===== src/rtl/trap_stack_pkg.sv =====
package trap_stack_pkg;

   localparam int STACK_DEPTH = 3;
   localparam int SLOT_BITS   = 3;
   localparam int MPRV_BIT    = 9;
   localparam int FS_LSB      = 10;
   localparam int XS_LSB      = 12;
   localparam int VM_LSB      = 14;
   localparam int VM_W        = 3;
   localparam int USED_BITS   = VM_LSB + VM_W;

   localparam logic [1:0] PRIV_U = 2'b00;
   localparam logic [1:0] PRIV_S = 2'b01;
   localparam logic [1:0] PRIV_M = 2'b11;

   localparam logic [VM_W-1:0] VM_BARE  = 3'd0;
   localparam logic [VM_W-1:0] VM_PG32  = 3'd1;
   localparam logic [VM_W-1:0] VM_PG3L  = 3'd2;
   localparam logic [VM_W-1:0] VM_PG4L  = 3'd3;

   typedef struct packed {
      logic [1:0] prv;
      logic       ie;
   } slot_t;

   function automatic logic priv_legal(input logic [1:0] p);
      return (p == PRIV_U) || (p == PRIV_S) || (p == PRIV_M);
   endfunction

endpackage


===== src/rtl/tps_status_filter.sv =====
module tps_status_filter
   import trap_stack_pkg::*;
#(
   parameter int XLEN = 32
) (
   input  logic [XLEN-1:0]              wdata,
   input  slot_t [STACK_DEPTH-1:0]      old_stk,
   input  logic [VM_W-1:0]              old_vm,
   output slot_t [STACK_DEPTH-1:0]      new_stk,
   output logic [VM_W-1:0]              new_vm,
   output logic                         new_mprv,
   output logic [1:0]                   new_fs,
   output logic [1:0]                   new_xs
);

   logic [VM_W-1:0] cand_vm;
   logic            vm_ok;
   logic            unused_bits;

   for (genvar i = 0; i < STACK_DEPTH; i++) begin : g_slot
      localparam int LSB = SLOT_BITS * i;
      logic [1:0] cand;
      assign cand           = wdata[LSB+1 +: 2];
      assign new_stk[i].ie  = wdata[LSB];
      assign new_stk[i].prv = priv_legal(cand) ? cand : old_stk[i].prv;
   end

   assign cand_vm = wdata[VM_LSB +: VM_W];

   if (XLEN == 32) begin : g_vm32
      assign vm_ok = (cand_vm == VM_BARE) || (cand_vm == VM_PG32);
   end else begin : g_vm64
      assign vm_ok = (cand_vm == VM_BARE) || (cand_vm == VM_PG3L) ||
                     (cand_vm == VM_PG4L);
   end

   assign new_vm   = vm_ok ? cand_vm : old_vm;
   assign new_mprv = wdata[MPRV_BIT];
   assign new_fs   = wdata[FS_LSB +: 2];
   assign new_xs   = wdata[XS_LSB +: 2];

   assign unused_bits = ^wdata[XLEN-1:USED_BITS];

endmodule


===== src/rtl/tps_priv_stack.sv =====
module tps_priv_stack
   import trap_stack_pkg::*;
(
   input  logic                    clk,
   input  logic                    rst_n,
   input  logic                    push,
   input  logic                    pop,
   input  logic                    load,
   input  slot_t [STACK_DEPTH-1:0] load_stk,
   input  logic                    load_mprv,
   output slot_t [STACK_DEPTH-1:0] stk,
   output logic                    mprv
);

   for (genvar i = 0; i < STACK_DEPTH; i++) begin : g_lvl
      slot_t q, push_val, pop_val, rst_val;

      if (i == 0) begin : g_top
         assign push_val = '{prv: PRIV_M, ie: 1'b0};
         assign rst_val  = '{prv: PRIV_M, ie: 1'b0};
      end else begin : g_deep
         assign push_val = stk[i-1];
         assign rst_val  = '{prv: PRIV_S, ie: 1'b0};
      end

      if (i == STACK_DEPTH-1) begin : g_fill
         assign pop_val = '{prv: PRIV_U, ie: 1'b1};
      end else begin : g_shift
         assign pop_val = stk[i+1];
      end

      always_ff @(posedge clk) begin
         if (!rst_n)     q <= rst_val;
         else if (push)  q <= push_val;
         else if (pop)   q <= pop_val;
         else if (load)  q <= load_stk[i];
      end

      assign stk[i] = q;
   end

   always_ff @(posedge clk) begin
      if (!rst_n)     mprv <= 1'b0;
      else if (push)  mprv <= 1'b0;
      else if (load && !pop) mprv <= load_mprv;
   end

endmodule


===== src/rtl/tps_trap_unit.sv =====
module tps_trap_unit #(
   parameter int              XLEN     = 32,
   parameter logic [XLEN-1:0] VEC_BASE = XLEN'('h100)
) (
   input  logic            clk,
   input  logic            rst_n,
   input  logic            take_trap,
   input  logic            take_ret,
   input  logic [XLEN-1:0] trap_cause,
   input  logic [XLEN-1:0] trap_pc,
   input  logic [1:0]      prv_now,
   input  logic            resv_set,
   output logic            redirect_valid,
   output logic [XLEN-1:0] redirect_pc,
   output logic [XLEN-1:0] cause_q,
   output logic [XLEN-1:0] epc_q,
   output logic            resv_valid
);

   localparam int              VEC_SHIFT = 6;
   localparam logic [XLEN-1:0] BOOT_PC   = VEC_BASE + XLEN'('h100);

   logic [XLEN-1:0] vec_target;
   assign vec_target = VEC_BASE + (XLEN'(prv_now) << VEC_SHIFT);

   always_ff @(posedge clk) begin
      if (!rst_n) begin
         redirect_valid <= 1'b0;
         redirect_pc    <= BOOT_PC;
         cause_q        <= '0;
         epc_q          <= '0;
      end else begin
         redirect_valid <= take_trap || take_ret;
         if (take_trap) begin
            redirect_pc <= vec_target;
            cause_q     <= trap_cause;
            epc_q       <= trap_pc;
         end else if (take_ret) begin
            redirect_pc <= epc_q;
         end
      end
   end

   always_ff @(posedge clk) begin
      if (!rst_n)         resv_valid <= 1'b0;
      else if (take_trap) resv_valid <= 1'b0;
      else if (resv_set)  resv_valid <= 1'b1;
   end

endmodule


===== src/rtl/trap_priv_stack.sv =====
module trap_priv_stack
   import trap_stack_pkg::*;
#(
   parameter int              XLEN     = 32,
   parameter logic [XLEN-1:0] VEC_BASE = XLEN'('h100)
) (
   input  logic            clk,
   input  logic            rst_n,
   input  logic            trap_req,
   input  logic [XLEN-1:0] trap_cause,
   input  logic [XLEN-1:0] trap_pc,
   input  logic            ret_req,
   input  logic            csr_we,
   input  logic [XLEN-1:0] csr_wdata,
   input  logic            resv_set,
   output logic            redirect_valid,
   output logic [XLEN-1:0] redirect_pc,
   output logic [1:0]      cur_priv,
   output logic            cur_ie,
   output logic [XLEN-1:0] status_q,
   output logic [XLEN-1:0] cause_q,
   output logic [XLEN-1:0] epc_q,
   output logic            resv_valid
);

   if (!(XLEN == 32 || XLEN == 64)) begin : g_bad_xlen
      $error("trap_priv_stack: XLEN must be 32 or 64");
   end
   if (VEC_BASE[7:0] != 8'd0) begin : g_bad_base
      $error("trap_priv_stack: VEC_BASE must be 256-byte aligned");
   end

   logic take_trap, take_ret, take_wr;
   assign take_trap = trap_req;
   assign take_ret  = ret_req && !trap_req;
   assign take_wr   = csr_we && !trap_req && !ret_req;

   slot_t [STACK_DEPTH-1:0] stk, wr_stk;
   logic                    mprv, wr_mprv;
   logic [VM_W-1:0]         vm_q, wr_vm;
   logic [1:0]              fs_q, xs_q, wr_fs, wr_xs;
   logic                    dirty;

   tps_status_filter #(.XLEN(XLEN)) u_filter (
      .wdata    (csr_wdata),
      .old_stk  (stk),
      .old_vm   (vm_q),
      .new_stk  (wr_stk),
      .new_vm   (wr_vm),
      .new_mprv (wr_mprv),
      .new_fs   (wr_fs),
      .new_xs   (wr_xs)
   );

   tps_priv_stack u_stack (
      .clk       (clk),
      .rst_n     (rst_n),
      .push      (take_trap),
      .pop       (take_ret),
      .load      (take_wr),
      .load_stk  (wr_stk),
      .load_mprv (wr_mprv),
      .stk       (stk),
      .mprv      (mprv)
   );

   always_ff @(posedge clk) begin
      if (!rst_n) begin
         vm_q <= VM_BARE;
         fs_q <= 2'b00;
         xs_q <= 2'b00;
      end else if (take_wr) begin
         vm_q <= wr_vm;
         fs_q <= wr_fs;
         xs_q <= wr_xs;
      end
   end

   tps_trap_unit #(.XLEN(XLEN), .VEC_BASE(VEC_BASE)) u_trap (
      .clk            (clk),
      .rst_n          (rst_n),
      .take_trap      (take_trap),
      .take_ret       (take_ret),
      .trap_cause     (trap_cause),
      .trap_pc        (trap_pc),
      .prv_now        (stk[0].prv),
      .resv_set       (resv_set),
      .redirect_valid (redirect_valid),
      .redirect_pc    (redirect_pc),
      .cause_q        (cause_q),
      .epc_q          (epc_q),
      .resv_valid     (resv_valid)
   );

   assign dirty = (fs_q == 2'b11) || (xs_q == 2'b11);

   always_comb begin
      status_q = '0;
      for (int i = 0; i < STACK_DEPTH; i++) begin
         status_q[SLOT_BITS*i]          = stk[i].ie;
         status_q[SLOT_BITS*i+1 +: 2]   = stk[i].prv;
      end
      status_q[MPRV_BIT]       = mprv;
      status_q[FS_LSB +: 2]    = fs_q;
      status_q[XS_LSB +: 2]    = xs_q;
      status_q[VM_LSB +: VM_W] = vm_q;
      status_q[XLEN-1]         = dirty;
   end

   assign cur_priv = stk[0].prv;
   assign cur_ie   = stk[0].ie;

endmodule


===== config.mk =====
export PLATFORM = sky130hd
export DESIGN_NAME = trap_priv_stack
export DESIGN_NICKNAME = d
export VERILOG_FILES = /design/src/rtl/trap_stack_pkg.sv /design/src/rtl/tps_status_filter.sv /design/src/rtl/tps_priv_stack.sv /design/src/rtl/tps_trap_unit.sv /design/src/rtl/trap_priv_stack.sv
export SDC_FILE = /design/constraint.sdc
export NUM_CORES = 1
export LEC_CHECK = 0
export BUFFER_PORTS_ARGS = -buffer_cell sky130_fd_sc_hd__buf_4
export CAP_MARGIN = 10
export CORE_ASPECT_RATIO = 0.5
export CORE_UTILIZATION = 45
export DETAILED_ROUTE_END_ITERATION = 7
export PLACE_DENSITY = 0.83
export SLEW_MARGIN = 25
export SYNTH_ARGS = -nofsm -noshare
export SYNTH_HDL_FRONTEND = slang
export SYNTH_SLANG_ARGS = --single-unit

===== constraint.sdc =====
create_clock -name clk -period 1.8 [get_ports clk]
set_clock_uncertainty 0.1 [all_clocks]
set_input_delay 0.09 -clock clk [delete_from_list [all_inputs] [get_ports clk]]
set_output_delay 0.09 -clock clk [all_outputs]
set_load 0.1 [all_outputs]

==> flow_metrics.py <==
metrics = {
    "placed_design": {
        "gp_congestion": 0.8496,
        "dp_cells": 748,
        "dp_hpwl_mm": 7.949,
        "dpl_worst_slack_ns": 0.3820,
        "portBuffers": 205,
    },
    "grt": {
        "grt_start_max_net_pins": 44,
        "grt_pass1_vias": 4337,
        "grt_antenna_before_repair": 0,
        "track_usage_pct": 28.28,
        "globalRouteOverflowTotal": 0,
        "grt_pass1_wl_mm": 22.24,
    },
    "final_layout": {
        "n_fill_cell": 549,
        "fin_cells": 863,
        "antenna_cells": 0,
        "final_layout_size_suffix_gt1_share_pct": 33.52,
        "syn2layout_area_growth_pct": 66.01,
        "fin_nets": 819,
    },
    "yosys": {
        "synth.avg_cell_area_sq_um": 10.46,
        "seq_area_frac_synth_pct": 50.84,
        "ys_ff_latch": 115,
        "synth.most_common_cell": "dfxtp_1",
        "synth_area_leaders": "dfxtp_1 (51%), mux2i_1 (22%), nor2b_1 (9.5%), buf_4 (3.3%), nor2_1 (2.8%)",
        "yosysTopAreaCellShare_pct": 50.84,
        "synth_common_cells": "dfxtp_1 (115), mux2i_1 (101), nor2b_1 (69)",
        "ys_async_sr_fraction_pct": 0,
        "synth_cell_types": 30,
        "ys_warn_count": 0,
        "synth_edf_count": 0,
        "synthesis.area_sq_mm": 0.004528,
        "synth_top_cell_by_area": "dfxtp_1",
        "postSynthCellCount": 433,
        "synth-main-ff-cell": "dfxtp_1",
    },
    "worst_setup_path": {
        "crit_arrival_ns": 1.95,
        "end_kind": "register",
        "cp-start-kind": "primary input",
        "path_class": "primary input to register",
        "worst-path-max-fanout": 2,
        "required_ns": 1.99,
    },
    "clock_network": {
        "cts_tree": "yes",
        "cts_buffer_depth": 2,
        "h-tree-depth": 4,
        "clk-insertion-delay-late_ns": 0.40,
        "cts-root-buf": "clkbuf_16",
        "numCtsBuffers": 17,
        "clkSinkCount": 115,
        "cts_setup_buffers": 0,
        "clkTransAtPathRegs_ns": 0.05,
    },
    "timing": {
        "post-route-min-period_ns": 1.764,
        "setup_viol_count_final": 0,
        "max_freq_ghz": 0.5670,
        "slew_headroom_pct": 65.62,
        "drv_slew": 0,
        "hold_violations": 0,
        "tns_ns": 0,
        "timing.final.ws_setup_ns": 0.03624,
        "rsz0062_at_grt": "no",
        "finalCritPeriodShare_pct": 97.99,
        "tightest_slew_ns": 0.5157,
    },
    "die": {
        "initial_core_util_pct": 47.15,
        "die_y_um": 72.93,
        "num_io_pins": 235,
        "fp.coreArea_sq_mm": 0.009603,
        "placementRows": 25,
        "die-area_sq_mm": 0.01049,
        "die_w_um": 143.9,
    },
    "power": {
        "p_leak_nw": 3.586,
        "cellPowerDensity_mw_per_mm2": 1062,
        "max-vdd-ir-drop_uv": 773.2,
    },
    "routing": {
        "firstDrtPassIters": 5,
        "antenna_left": 0,
        "wl_per_cell_um": 17.22,
        "vias": 4345,
        "wl_mm": 14.86,
        "drtIter0Drc": 249,
        "viasPerCell": 5.035,
        "drc": 0,
    },
    "job": {
        "drv_cap": 0,
    },
    "hold_path": {
        "hold_path.class": "primary input to register",
    },
    "outcome": {
        "status": "completed",
    },
}
-- cell usage in the layout (no fill, tap or decap), drive strengths merged --
master and count:
a211oi 1, a21boi 7, a21oi 8, a221oi 1
a22o 1, a22oi 1, a32oi 1, and2 1
and3 3, buf 214, bufinv 2, clkbuf 25
clkinv 4, conb 14, dfxtp 115, dlygate4sd3 85
inv 3, mux2 2, mux2i 101, nand2 18
nand2b 5, nand3 1, nor2 34, nor2b 69
nor3 2, o211ai 2, o21ai 5, o41ai 1
or3 1, or3b 1
-- logic make-up after synthesis --
family | after synthesis | synth area share (%)
muxes | 103 | 22.82
buffers and inverters | 51 | 6.355
DFF | 115 | 50.84
and+or+nand+nor | 135 | 15.86
AOI/OAI and AO/OA | 28 | 4.034
other | 1 | 0.08282
-- final timing paths --
kind                  start        endpoint  slack, ns  cells past startpoint
max           csr_wdata[15]         vm_q[1]       0.04                      5
min           csr_wdata[16]         vm_q[0]       0.03                      4
max reg2reg  u_stack.stk[3]  u_stack.stk[0]       0.33                      3
min reg2reg         xs_q[1]         xs_q[1]       0.39                      2
-- flip-flops by register name (all words and copies together) (netlist names) --
signal / flops
u_stack.mprv: 1
u_stack.stk: 9
u_trap.redirect_valid: 1
vm_q: 3
xs_q: 2
u_trap.epc_q: 32
u_trap.redirect_pc: 32
u_trap.cause_q: 32
fs_q: 2
u_trap.resv_valid: 1
-- repair_timing --
item                                   CTS  global route
endpoints found under the hold margin   82             0
setup endpoints to repair                0             1
hold buffers                            86             0
gates resized for setup                  0             1
-- per-stage QoR --
step	hold slack, ns	utilization (%)	instance area, sq um	total power, mW
2_1_floorplan	0.1058	-	4577	4.160
3_3_place_gp	0.2036	63.44	6092	4.536
3_5_place_dp	0.2404	63.44	6092	4.557
4_1_cts	0.006471	78.35	7523	7.953
5_1_grt	0.06901	78.28	7517	8.208
6_report	0.02601	78.28	7517	7.980
-- layer usage --
| metal | vias to the layer above | global-route usage, % | part of all wire, % |
|---|---|---|---|
| met1 | 2089 | 29.49 | 38 |
| met2 | 211 | 53.46 | 54 |
| met3 | 57 | 6.430 | 5.0 |
| li1 | 1988 | - | - |
| met5 | - | 0 | 0 |
| met4 | 0 | 15.72 | 3.4 |
-- report_power, final --
group          internal, mW  total (mW)  leakage, nW  switching, mW
Clock                  2.16        3.27        0.283           1.11
Combinational         0.569        1.95         2.36           1.38
Sequential             2.67        2.76        0.944         0.0896
Total                  5.40        7.98         3.59           2.58
-- cell type report --
cell class / count / area, sq um / area share [%]
sequential: 115 / 2302 / 30.63
clock inverter: 5 / 75.07 / 0.9987
inverter: 4 / 15.01 / 0.1997
tap: 135 / 168.9 / 2.247
clock buffer: 25 / 495.5 / 6.591
multi-input combinational: 280 / 1991 / 26.48
timing repair buffer: 299 / 2470 / 32.86
-- critical path, cell delays in order --
cell and delay [ns]:
dlygate4sd3_1 0.53, buf_4 0.13, or3_4 0.40, dlygate4sd3_1 0.60, and3_1 0.19
Note: power is estimated with default switching activity, not from simulation.
